<file path="src/rtl/stk_pkg.sv">
package stk_pkg;

    localparam logic [3:0] OPC_NOP  = 4'd0;
    localparam logic [3:0] OPC_PUSH = 4'd1;
    localparam logic [3:0] OPC_DROP = 4'd2;
    localparam logic [3:0] OPC_DUP  = 4'd3;
    localparam logic [3:0] OPC_SWAP = 4'd4;
    localparam logic [3:0] OPC_ADD  = 4'd5;
    localparam logic [3:0] OPC_SUB  = 4'd6;
    localparam logic [3:0] OPC_AND  = 4'd7;
    localparam logic [3:0] OPC_OR   = 4'd8;
    localparam logic [3:0] OPC_XOR  = 4'd9;

    typedef enum logic [1:0] {
        ST_EMPTY,
        ST_ONE,
        ST_TWO,
        ST_DEEP
    } fill_state_e;

    // What the register pair does at the next edge
    typedef enum logic [2:0] {
        ACT_NONE,   // hold
        ACT_LOAD,   // A <= push data, B <= A
        ACT_COPY,   // B <= A (dup)
        ACT_RAISE,  // A <= B, B <= fill
        ACT_SWAP,   // exchange A and B
        ACT_ALU     // A <= B op A, B <= fill
    } reg_act_e;

    function automatic logic is_binary(input logic [3:0] op);
        return (op >= OPC_ADD) && (op <= OPC_XOR);
    endfunction

endpackage

</file>
<file path="src/rtl/stk_alu.sv">
module stk_alu
    import stk_pkg::*;
#(
    parameter int DATA_W = 32
) (
    input  logic [3:0]        op_i,
    input  logic [DATA_W-1:0] top_i,
    input  logic [DATA_W-1:0] second_i,
    output logic [DATA_W-1:0] result_o
);

    always_comb begin
        case (op_i)
            OPC_ADD: result_o = second_i + top_i;
            OPC_SUB: result_o = second_i - top_i;
            OPC_AND: result_o = second_i & top_i;
            OPC_OR:  result_o = second_i | top_i;
            OPC_XOR: result_o = second_i ^ top_i;
            default: result_o = top_i;
        endcase
    end

endmodule

</file>
<file path="src/rtl/stk_spill_mem.sv">
module stk_spill_mem #(
    parameter int DATA_W = 32,
    parameter int DEPTH  = 16,
    localparam int AW    = (DEPTH > 1) ? $clog2(DEPTH) : 1
) (
    input  logic              clk,
    input  logic              we_i,
    input  logic [AW-1:0]     waddr_i,
    input  logic [DATA_W-1:0] wdata_i,
    input  logic [AW-1:0]     raddr_i,
    output logic [DATA_W-1:0] rdata_o
);

    logic [DATA_W-1:0] cells [DEPTH];

    always_ff @(posedge clk) begin
        if (we_i) begin
            cells[waddr_i] <= wdata_i;
        end
    end

    assign rdata_o = cells[raddr_i];

endmodule

</file>
<file path="src/rtl/stk_ctrl.sv">
module stk_ctrl
    import stk_pkg::*;
#(
    parameter int MEM_DEPTH = 16,
    localparam int AW       = (MEM_DEPTH > 1) ? $clog2(MEM_DEPTH) : 1,
    localparam int SPW      = $clog2(MEM_DEPTH + 1)
) (
    input  logic           clk,
    input  logic           rst_n,
    input  logic           valid_i,
    input  logic [3:0]     opcode_i,
    output reg_act_e       act_o,
    output logic           spill_we_o,
    output logic [AW-1:0]  waddr_o,
    output logic [AW-1:0]  raddr_o,
    output logic           fill_ok_o,
    output logic           full_o,
    output logic           empty_o,
    output logic           overflow_o,
    output logic           underflow_o
);

    fill_state_e     state_q, state_n;
    logic [SPW-1:0]  sp_q, sp_n;
    logic [SPW-1:0]  sp_m1;
    logic            ovf_n, unf_n;
    logic            has_one, has_two;
    logic            grow, shrink;

    assign has_one   = (state_q != ST_EMPTY);
    assign has_two   = (state_q == ST_TWO) || (state_q == ST_DEEP);
    assign full_o    = (state_q == ST_DEEP) && (sp_q == SPW'(MEM_DEPTH));
    assign empty_o   = (state_q == ST_EMPTY);
    assign fill_ok_o = (state_q == ST_DEEP);
    assign sp_m1     = sp_q - SPW'(1);
    assign waddr_o   = sp_q[AW-1:0];
    assign raddr_o   = sp_m1[AW-1:0];

    // State register process
    always_ff @(posedge clk or negedge rst_n) begin
        if (!rst_n) begin
            state_q     <= ST_EMPTY;
            sp_q        <= '0;
            overflow_o  <= 1'b0;
            underflow_o <= 1'b0;
        end else begin
            state_q     <= state_n;
            sp_q        <= sp_n;
            overflow_o  <= ovf_n;
            underflow_o <= unf_n;
        end
    end

    // Decode, refusal and next-state process
    always_comb begin
        act_o      = ACT_NONE;
        spill_we_o = 1'b0;
        ovf_n      = 1'b0;
        unf_n      = 1'b0;
        grow       = 1'b0;
        shrink     = 1'b0;
        state_n    = state_q;
        sp_n       = sp_q;

        if (valid_i) begin
            if (opcode_i == OPC_PUSH || opcode_i == OPC_DUP) begin
                if (opcode_i == OPC_DUP && !has_one) begin
                    unf_n = 1'b1;
                end else if (full_o) begin
                    ovf_n = 1'b1;
                end else begin
                    act_o      = (opcode_i == OPC_PUSH) ? ACT_LOAD : ACT_COPY;
                    spill_we_o = has_two;
                    grow       = 1'b1;
                end
            end else if (opcode_i == OPC_DROP) begin
                if (!has_one) begin
                    unf_n = 1'b1;
                end else begin
                    act_o  = ACT_RAISE;
                    shrink = 1'b1;
                end
            end else if (opcode_i == OPC_SWAP) begin
                if (!has_two) unf_n = 1'b1;
                else          act_o = ACT_SWAP;
            end else if (is_binary(opcode_i)) begin
                if (!has_two) begin
                    unf_n = 1'b1;
                end else begin
                    act_o  = ACT_ALU;
                    shrink = 1'b1;
                end
            end
        end

        unique case (state_q)
            ST_EMPTY: begin
                if (grow) state_n = ST_ONE;
            end
            ST_ONE: begin
                if (grow)        state_n = ST_TWO;
                else if (shrink) state_n = ST_EMPTY;
            end
            ST_TWO: begin
                if (grow) begin
                    state_n = ST_DEEP;
                    sp_n    = SPW'(1);
                end else if (shrink) begin
                    state_n = ST_ONE;
                end
            end
            ST_DEEP: begin
                if (grow) begin
                    sp_n = sp_q + SPW'(1);
                end else if (shrink) begin
                    sp_n = sp_m1;
                    if (sp_q == SPW'(1)) state_n = ST_TWO;
                end
            end
        endcase
    end

    a_r8_sp_in_range: assert property (@(posedge clk) disable iff (!rst_n)
        sp_q <= SPW'(MEM_DEPTH));

    a_r8_sp_only_when_deep: assert property (@(posedge clk) disable iff (!rst_n)
        (state_q != ST_DEEP) |-> (sp_q == '0));

    a_r9_full_refuses: assert property (@(posedge clk) disable iff (!rst_n)
        (valid_i && opcode_i == OPC_PUSH && full_o)
        |=> (overflow_o && sp_q == $past(sp_q) && state_q == $past(state_q)));

    a_r10_swap_short: assert property (@(posedge clk) disable iff (!rst_n)
        (valid_i && opcode_i == OPC_SWAP && !has_two) |=> underflow_o);

    a_r11_flags_exclusive: assert property (@(posedge clk) disable iff (!rst_n)
        !(overflow_o && underflow_o));

endmodule

</file>
<file path="src/rtl/stk_cached_top.sv">
module stk_cached_top
    import stk_pkg::*;
#(
    parameter int DATA_W    = 32,
    parameter int MEM_DEPTH = 16,
    localparam int AW       = (MEM_DEPTH > 1) ? $clog2(MEM_DEPTH) : 1
) (
    input  logic              clk,
    input  logic              rst_n,
    input  logic              valid_i,
    input  logic [3:0]        opcode_i,
    input  logic [DATA_W-1:0] push_data_i,
    output logic [DATA_W-1:0] tos_o,
    output logic              overflow_o,
    output logic              underflow_o
);

    reg_act_e          act;
    logic              spill_we, fill_ok, full, empty;
    logic [AW-1:0]     waddr, raddr;
    logic [DATA_W-1:0] a_q, b_q;
    logic [DATA_W-1:0] mem_rd, fill_word, alu_y;

    stk_ctrl #(.MEM_DEPTH(MEM_DEPTH)) u_ctrl (
        .clk         (clk),
        .rst_n       (rst_n),
        .valid_i     (valid_i),
        .opcode_i    (opcode_i),
        .act_o       (act),
        .spill_we_o  (spill_we),
        .waddr_o     (waddr),
        .raddr_o     (raddr),
        .fill_ok_o   (fill_ok),
        .full_o      (full),
        .empty_o     (empty),
        .overflow_o  (overflow_o),
        .underflow_o (underflow_o)
    );

    stk_spill_mem #(.DATA_W(DATA_W), .DEPTH(MEM_DEPTH)) u_mem (
        .clk     (clk),
        .we_i    (spill_we),
        .waddr_i (waddr),
        .wdata_i (b_q),
        .raddr_i (raddr),
        .rdata_o (mem_rd)
    );

    stk_alu #(.DATA_W(DATA_W)) u_alu (
        .op_i     (opcode_i),
        .top_i    (a_q),
        .second_i (b_q),
        .result_o (alu_y)
    );

    // An emptied slot is cleared so the top reads zero on an empty stack
    assign fill_word = fill_ok ? mem_rd : '0;

    always_ff @(posedge clk or negedge rst_n) begin
        if (!rst_n) begin
            a_q <= '0;
            b_q <= '0;
        end else begin
            unique case (act)
                ACT_NONE:  ;
                ACT_LOAD:  begin a_q <= push_data_i; b_q <= a_q;       end
                ACT_COPY:  b_q <= a_q;
                ACT_RAISE: begin a_q <= b_q;         b_q <= fill_word; end
                ACT_SWAP:  begin a_q <= b_q;         b_q <= a_q;       end
                ACT_ALU:   begin a_q <= alu_y;       b_q <= fill_word; end
                default:   ;
            endcase
        end
    end

    assign tos_o = a_q;

    a_r1_empty_reads_zero: assert property (@(posedge clk) disable iff (!rst_n)
        empty |-> (a_q == '0 && b_q == '0));

    a_r2_push_lands_on_top: assert property (@(posedge clk) disable iff (!rst_n)
        (valid_i && opcode_i == OPC_PUSH && !full)
        |=> (tos_o == $past(push_data_i) && b_q == $past(a_q)));

    a_r5_swap_exchanges: assert property (@(posedge clk) disable iff (!rst_n)
        (act == ACT_SWAP) |=> (a_q == $past(b_q) && b_q == $past(a_q)));

    a_r11_idle_holds: assert property (@(posedge clk) disable iff (!rst_n)
        !valid_i |=> ($stable(a_q) && $stable(b_q)));

endmodule

</file>
<file path="config.mk">
export PLATFORM = sky130hd
export DESIGN_NAME = stk_cached_top
export DESIGN_NICKNAME = d
export VERILOG_FILES = /design/src/rtl/stk_pkg.sv /design/src/rtl/stk_alu.sv /design/src/rtl/stk_spill_mem.sv /design/src/rtl/stk_ctrl.sv /design/src/rtl/stk_cached_top.sv
export SDC_FILE = /design/constraint.sdc
export NUM_CORES = 1
export LEC_CHECK = 0
export CAP_MARGIN = 20
export CELL_PAD_IN_SITES_DETAIL_PLACEMENT = 0
export CELL_PAD_IN_SITES_GLOBAL_PLACEMENT = 1
export CORE_MARGIN = 2
export CORE_UTILIZATION = 40
export CTS_CLUSTER_DIAMETER = 30
export DETAILED_ROUTE_END_ITERATION = 7
export DONT_BUFFER_PORTS = 1
export HOLD_SLACK_MARGIN = 0.12
export PLACE_DENSITY_LB_ADDON = 0.1
export SYNTH_ARGS = -nofsm -noshare
export SYNTH_HDL_FRONTEND = slang
export SYNTH_SLANG_ARGS = --single-unit
</file>
<file path="constraint.sdc">
create_clock -name clk -period 10.95 [get_ports clk]
set_input_delay 0 -clock clk [delete_from_list [all_inputs] [get_ports clk]]
set_output_delay 0 -clock clk [all_outputs]
set_load 0.02 [all_outputs]
</file>
==> out/qor.yml, run 1 <==
numCtsBuffers: 118
fin_nets: 2070
cts_resized: 0
place_inst: 2610
hold_viol: 0
grt-ovfl-total: 0
placementRows: 95
ir_drop_v: 0.000214
clkTransAtPathRegs_ns: 0.05
syn_inst: 1798
grtUsageTotal: 0.225
power_leakage_nw: 11.6
ys_seq_elements: 585
synthMuxAreaShare: 0.120
cts-htree-levels: 3
rr_startpoint: "tos_o[2]$_DFFE_PN0P_"
relSlewSlack: 0.255
cts_sinks: 585
ant_nets: 0
ioPinCount: 73
min_period_over_period: 0.457
worst-r2r-cell-count: 17
synthAdderAreaFrac: 0.0474
status: "finished clean"
gp_congestion: 0.873
drive_gt1_frac: 0.209
cpMaxStageDelayCell: "or4_1"
num_vias: 16700
min_path_cells: 3
die_h_um: 264
start_kind: "flip-flop"
place_area_mm2: 0.0283
grt_pass1_vias: 17400
die_x_um: 264
ys_seq_area_frac: 0.635
min_from: "push_data_i[9]"
synth.avg_cell_area_um2: 15.1
finalCriticalPeriod_ns: 5.00
dp_hpwl_um: 46900
hold_end: "tos_o[9]$_DFFE_PN0P_"
fin_cells: 2910
drv_slew: 0
seq_area_mm2: 0.0172
reg2reg_to: "tos_o[17]$_DFFE_PN0P_"
tightest_slew_ns: 1.12
synth_nets: 1939
routed_wl_um: 77600
grt_pass1_wl_um: 115000
die_area_mm2: 0.0699
cp_max_fo: 9
grt_max_degree: 74
timing.hold.ws_ns: 0.167
avgViaCountPerCell: 5.73
cts_tree: "built"
crit_chain: "nor4_2 > nand2_1 > or4_1 > nor2_1 > nor2_1 > xnor2_1 > ha_1 > and2_1 > nand2_1 > o21ai_0 > o21bai_1 > nor4b_1 > or2_2 > xnor2_1 > a221oi_1 > o22ai_1 > dlygate4sd3_1"
clock_skew_ns: 0.0293
drt_iter0_drc: 1295
hp-class: "in -> reg"
slowest_delay_ns: 0.58
wl_per_cell_um: 26.7
ys_types: 62
fin_tns_setup_ns: 0
yosys_warnings: 0
firstDrtPassIters: 5
clock_latency_ns: 0.66
drc: 0
syn_area_mm2: 0.0271
p_per_area_mw_per_mm2: 326
final_common_cell: "edfxtp_1"
antenna_found_initial: 4
grt_setup_unrepaired: "no"
start_util: 0.404
async_flop_share: 0.125
ys.flop_type: "edfxtp_1"
port_buffers: 0
final_cell_mix: "edfxtp_1, a21oi_1, mux4_2, clkbuf_16, ha_1"
endpoint_kind: "flip-flop"
setup_violations: 0
synth_top_family_by_area: "multiplexers"
r2r_slack_ns: 5.95
fp.coreArea_mm2: 0.0672
postCtsHoldBufs: 72
fin_area_mm2: 0.0334
yosys.area_share.xor_xnor: 0.0200
cp_data_arrival_time_ns: 5.54
multi_input_area_mm2: 0.00936
maxCapViolations: 0
timing_worst_setup_path_type: "reg -> reg"
max_freq_mhz: 200
synth-compound-area-share: 0.102
cts_root_buf: "clkbuf_16"
synth-simple-area-share: 0.0498
synth-edff-count: 512
cp.required_ns: 11.48
synthToLayoutAreaGrowth_pct: 23.0
fill_cells: 5697
clock_path_buffers: 3
cts_setup_buffers: 0
[per-layer routing]
| layer | vias up | GRT usage | part of all wire |
|---|---|---|---|
| li1 | 7450 | - | - |
| met1 | 8692 | 0.303 | 0.44 |
| met2 | 423 | 0.375 | 0.49 |
| met3 | 115 | 0.0358 | 0.050 |
| met4 | 4 | 0.0697 | 0.022 |
| met5 | - | 0 | 0.00035 |
[cells by family (layout without fill, tap and decap cells)]
kind of cell / Yosys count / after routing
adder cells (fa/ha/maj): 102 / 102
buffers and inverters: 185 / 419
multiplexers: 164 / 164
flip-flops: 585 / 585
XOR/XNOR: 62 / 62
other: 0 / 5
AO/OA/AOI/OAI: 420 / 420
AND/OR/NAND/NOR: 280 / 280
[stage by stage]
step           utilization  worst slack (ns)  power [mW]
2_1_floorplan            -              5.14        5.80
3_3_place_gp         0.421              6.36        7.03
3_5_place_dp         0.421              6.32        7.06
4_1_cts              0.496              6.01        11.0
5_1_grt              0.497              5.66        11.4
6_report             0.497              5.95        10.9
[worst max-delay path, delay by kind of cell (launching register included)]
kind            cells  cell delay (ns)
compound gates      4             0.71
xor+xnor            2             0.22
fa+ha+maj           1             0.38
buf+inv             1             0.58
flops               1             0.57
simple gates        9             2.44
[Yosys cell counts, types with 11 or more instances]
cell type  instances  area (um^2)
edfxtp_1         512        15400
o21ai_0           69          345
a222oi_1          15          150
ha_1             101         1260
a21o_1            13         97.6
buf_2             15         75.1
nor2_1            92          345
nand3_1           14         70.1
xnor2_1           49          429
dfrtp_1           73         1830
a22oi_1           19          143
nand2_1           66          248
mux2i_1           36          360
nor3_1            19         95.1
clkbuf_1          82          308
a221oi_1          50          438
and2_1            40          250
xor2_1            13          114
a211oi_1          36          270
a31oi_1           11         68.8
buf_1             11         41.3
inv_1             77          289
mux4_2           128         2880
a21oi_1          142          711
[worst max-delay path by stage]
| stage | endpoint | startpoint | depth (start not counted) | slack (ns) |
|---|---|---|---|---|
| final | tos_o[17]$_DFFE_PN0P_ | tos_o[2]$_DFFE_PN0P_ | 17 | 5.95 |
| after global routing | tos_o[17]$_DFFE_PN0P_ | tos_o[2]$_DFFE_PN0P_ | 17 | 5.66 |
| after detailed placement | tos_o[30]$_DFFE_PN0P_ | tos_o[2]$_DFFE_PN0P_ | 14 | 6.32 |
| after CTS | tos_o[17]$_DFFE_PN0P_ | tos_o[2]$_DFFE_PN0P_ | 17 | 6.01 |
| after floorplan | u_mem.cells[0][0]$_DFFE_PP_ | u_ctrl.sp_q[0]$_DFFE_PN0P_ | 10 | 5.14 |
| after global placement | tos_o[30]$_DFFE_PN0P_ | tos_o[2]$_DFFE_PN0P_ | 16 | 6.36 |
[layout make-up]
class,instances,share of cell area
diodes,5,0.000375
multi-input cells,1028,0.281
inverters,77,0.00867
repair buffers,119,0.0340
clock buffers,129,0.0907
clock inverters,94,0.0371
flip-flops and latches,585,0.516
well taps,873,0.0327
[registers in the layout, indices dropped and copies added (netlist names)]
| name | cells |
|---|---|
| b_q | 32 |
| tos_o | 32 |
| u_ctrl.overflow_o | 1 |
| u_ctrl.sp_q | 5 |
| u_ctrl.state_q | 2 |
| u_ctrl.underflow_o | 1 |
| u_mem.cells | 512 |
[where the power goes]
part,switching [mW],total (mW),internal (mW)
clock network,1.23,3.79,2.55
registers,0.649,3.48,2.83
logic,2.07,3.61,1.55
Note: power is estimated with default switching activity, not from simulation.
==> inputs of run 2 (changes only) <==
--- a/config.mk
+++ b/config.mk
@@ -5,6 +5,7 @@
 export SDC_FILE = /design/constraint.sdc
 export NUM_CORES = 1
 export LEC_CHECK = 0
+export ABC_AREA = 1
 export CAP_MARGIN = 20
 export CELL_PAD_IN_SITES_DETAIL_PLACEMENT = 0
 export CELL_PAD_IN_SITES_GLOBAL_PLACEMENT = 1
==> constraint.sdc (replaced) <==
create_clock -name clk -period 4.4 [get_ports clk]
set_input_delay 0 -clock clk [delete_from_list [all_inputs] [get_ports clk]]
set_output_delay 0 -clock clk [all_outputs]
set_load 0.02 [all_outputs]
==> out/qor.yml, run 2 <==
antenna_found_initial: 0  # -4
synth.avg_cell_area_um2: 9.55  # -37%
syn_area_mm2: 0.0289  # +6.6%
timing_worst_setup_path_type: "reg -> reg"
wl_per_cell_um: 22.8  # -14%
relSlewSlack: 0.261  # +0.00676
synth_nets: 3169  # +63%
setup_violations: 0  # unchanged
cts_tree: "built"
cts-htree-levels: 3  # unchanged
grt_pass1_vias: 22500  # +29%
drv_slew: 0  # unchanged
numCtsBuffers: 113  # -4.2%
die_area_mm2: 0.0744  # +6.5%
min_path_cells: 7  # +4
cpMaxStageDelayCell: "dlygate4sd3_1"
async_flop_share: 0.125  # unchanged
clock_skew_ns: 0.0460  # +0.0167 ns
min_from: "opcode_i[3]"
drt_iter0_drc: 1810  # +40%
largest_reg_flops: 512  # unchanged
reg2reg_to: "tos_o[17]$_DFFE_PN0P_"
timing.hold.ws_ns: 0.152  # -0.0158 ns
port_buffers: 0  # unchanged
worst-r2r-cell-count: 22  # +5
gp_congestion: 0.865  # -0.93%
ys_seq_area_frac: 0.595  # -0.0394
grtUsageTotal: 0.255  # +0.0304
final_util: 0.487  # -0.00966
multi_input_area_mm2: 0.0103  # +10%
min_period_over_period: 0.933  # +0.476
p_per_area_mw_per_mm2: 846  # +160%
setup_ws_ns: 0.295  # -5.65 ns
grt-ovfl-total: 0  # unchanged
power_leakage_nw: 13.8  # +19%
num_vias: 22500  # +35%
avgViaCountPerCell: 5.41  # -5.6%
cp_data_arrival_time_ns: 4.67  # -0.87 ns
drc: 0  # unchanged
grt_max_degree: 209  # +180%
finalCriticalPeriod_ns: 4.10  # -0.897 ns
synthAdderAreaFrac: 0.0444  # -0.00294
finalPower_mw: 29.5  # +170%
yosys.area_share.xor_xnor: 0.0118  # -0.00821
hold_end: "b_q[11]$_DFFE_PN0P_"
synthTopCellsByArea: "edfxtp_1, nand2_1, dfrtp_1"
drive_gt1_frac: 0.0945  # -0.114
status: "finished clean"
cts_root_buf: "clkbuf_16"
tightest_slew_ns: 1.11  # -0.00750 ns
endpoint_kind: "flip-flop"
yosysMostFrequentCell: "nand2_1"
yosys.area.top_type: "edfxtp_1"
routed_wl_um: 94900  # +22%
cp_max_fo: 5  # -4
place_ws_ns: 0.387  # -5.93 ns
synth-compound-area-share: 0.0851  # -0.0173
fill_cells: 6597  # +16%
synthToLayoutAreaGrowth_pct: 20.4
yosys-top-cells-count: "nand2_1, edfxtp_1, nand3_1"
grt_pass1_wl_um: 142000  # +23%
seq_area_mm2: 0.0172  # unchanged
clock_latency_ns: 0.69  # +0.03 ns
synth-simple-area-share: 0.210  # +0.161
hold_viol: 0  # unchanged
synth-edff-count: 512  # unchanged
fin_area_mm2: 0.0348  # +4.4%
worst-path-buf-inv: 5  # +4
synth_top_family_by_area: "simple AND/OR/NAND/NOR gates"
final_common_cell: "nand2_1"
ioPinCount: 73  # unchanged
placementRows: 98  # +3.2%
grt_setup_unrepaired: "no"
r2r_slack_ns: 0.30  # -5.65 ns
slowest_delay_ns: 0.56  # -0.02 ns
rr_startpoint: "tos_o[1]$_DFFE_PN0P_"
ir_drop_v: 0.000681  # +220%
clkTransAtPathRegs_ns: 0.05  # about the same
ant_nets: 0  # unchanged
ys.flop_type: "edfxtp_1"
ys_seq_elements: 585  # unchanged
cp.required_ns: 4.97  # -6.51 ns
dp_hpwl_um: 56400  # +20%
yosys_warnings: 0  # unchanged
fp.coreArea_mm2: 0.0715  # +6.4%
synthMuxAreaShare: 0  # -0.120
fin_nets: 3248  # +57%
die_h_um: 273  # +3.2%
clock_path_buffers: 3  # unchanged
regMostFlops: "u_mem.cells"
place_area_mm2: 0.0303  # +7.0%
insertedDiodeCount: 0  # -5
die_x_um: 273  # +3.2%
firstDrtPassIters: 7  # +2
start_util: 0.404  # +0.000680
crit_chain: "inv_1 > ha_1 > inv_1 > nor3_1 > inv_1 > nor2_1 > nand2_1 > nor2_1 > a31oi_1 > xor2_1 > ha_1 > nand2_1 > nor2_1 > nand2_1 > inv_1 > nand2_1 > nand2_1 > nand2_1 > nand3_1 > nand3_1 > a21oi_1 > dlygate4sd3_1"
max_freq_mhz: 244  # +22%
final_cell_mix: "nand2_1, edfxtp_1, nand3_1, nor2_1, inv_1"
netlist.area_leader.share: 0.532  # -0.0352
crit_top_cell: "nand2_1"
start_kind: "flip-flop"
cp_top_family: "simple AND/OR/NAND/NOR gates"
hp-class: "in -> reg"
cts_setup_buffers: 0  # unchanged
syn_inst: 3028  # +68%
cts_sinks: 585  # unchanged
ys_types: 45  # -27%
maxCapViolations: 0  # unchanged
run 2: worst register-to-register path: cells and delay by family, from the launching register on:
| family | cells | cell delay [ns] |
|---|---|---|
| buf+inv | 5 | 0.88 |
| xor+xnor | 1 | 0.18 |
| simple gates | 12 | 1.69 |
| compound gates | 2 | 0.36 |
| flops | 1 | 0.38 |
| fa+ha+maj | 2 | 0.52 |
run 2: how the worst max path moves through the flow:
stage | start | to | slack, ns | depth (start not counted)
floorplan | u_ctrl.sp_q[0]$_DFFE_PN0P_ | u_mem.cells[7][0]$_DFFE_PP_ | -0.09 | 10
global placement | tos_o[0]$_DFFE_PN0P_ | tos_o[31]$_DFFE_PN0P_ | 0.40 | 26
detailed placement | tos_o[1]$_DFFE_PN0P_ | tos_o[25]$_DFFE_PN0P_ | 0.39 | 23
CTS | tos_o[1]$_DFFE_PN0P_ | tos_o[17]$_DFFE_PN0P_ | 0.29 | 22
global route | tos_o[1]$_DFFE_PN0P_ | tos_o[29]$_DFFE_PN0P_ | 0.01 | 23
finish | tos_o[1]$_DFFE_PN0P_ | tos_o[17]$_DFFE_PN0P_ | 0.30 | 22
run 2: report_power, final:
group          switching, mW  internal, mW
clock network           2.97          5.84
registers               1.22          7.12
logic                   8.68          3.63
total                   12.9          16.6
run 2: cells by family (layout without fill, tap and decap cells):
group | Yosys count | after routing
DFF | 585 | 585
xor gates and xnor gates | 39 | 39
buffers and inverters | 399 | 576
and+or+nand+nor | 1469 | 1469
adders and majority gates | 102 | 102
AOI/OAI and AO/OA | 434 | 434
run 2: per-layer routing:
layer | vias up | part of all wire | global-route usage
met2 | 693 | 0.47 | 0.419
met1 | 11100 | 0.44 | 0.344
met5 | - | 0 | 0
met3 | 157 | 0.053 | 0.0341
met4 | 0 | 0.029 | 0.0975
li1 | 10600 | - | -
run 2: per-stage QoR:
step,instances,setup TNS (ns)
global placement,3892,0
finish,4155,0
global route,4155,0
detailed placement,3892,0
floorplan,3028,-8.24
CTS,4155,0
run 2: final cells by class:
cell class | count | share of cell area
multi-input cells | 2044 | 0.297
repair buffers | 120 | 0.0341
flip-flops and latches | 585 | 0.494
inverters | 243 | 0.0264
clock inverters | 85 | 0.0304
well taps | 950 | 0.0341
clock buffers | 128 | 0.0840
run 2: repair_timing:
item,in CTS,in global routing
hold buffers,50,0
endpoints found under the setup margin,0,3
gates resized for setup,0,1
hold endpoints to repair,139,0
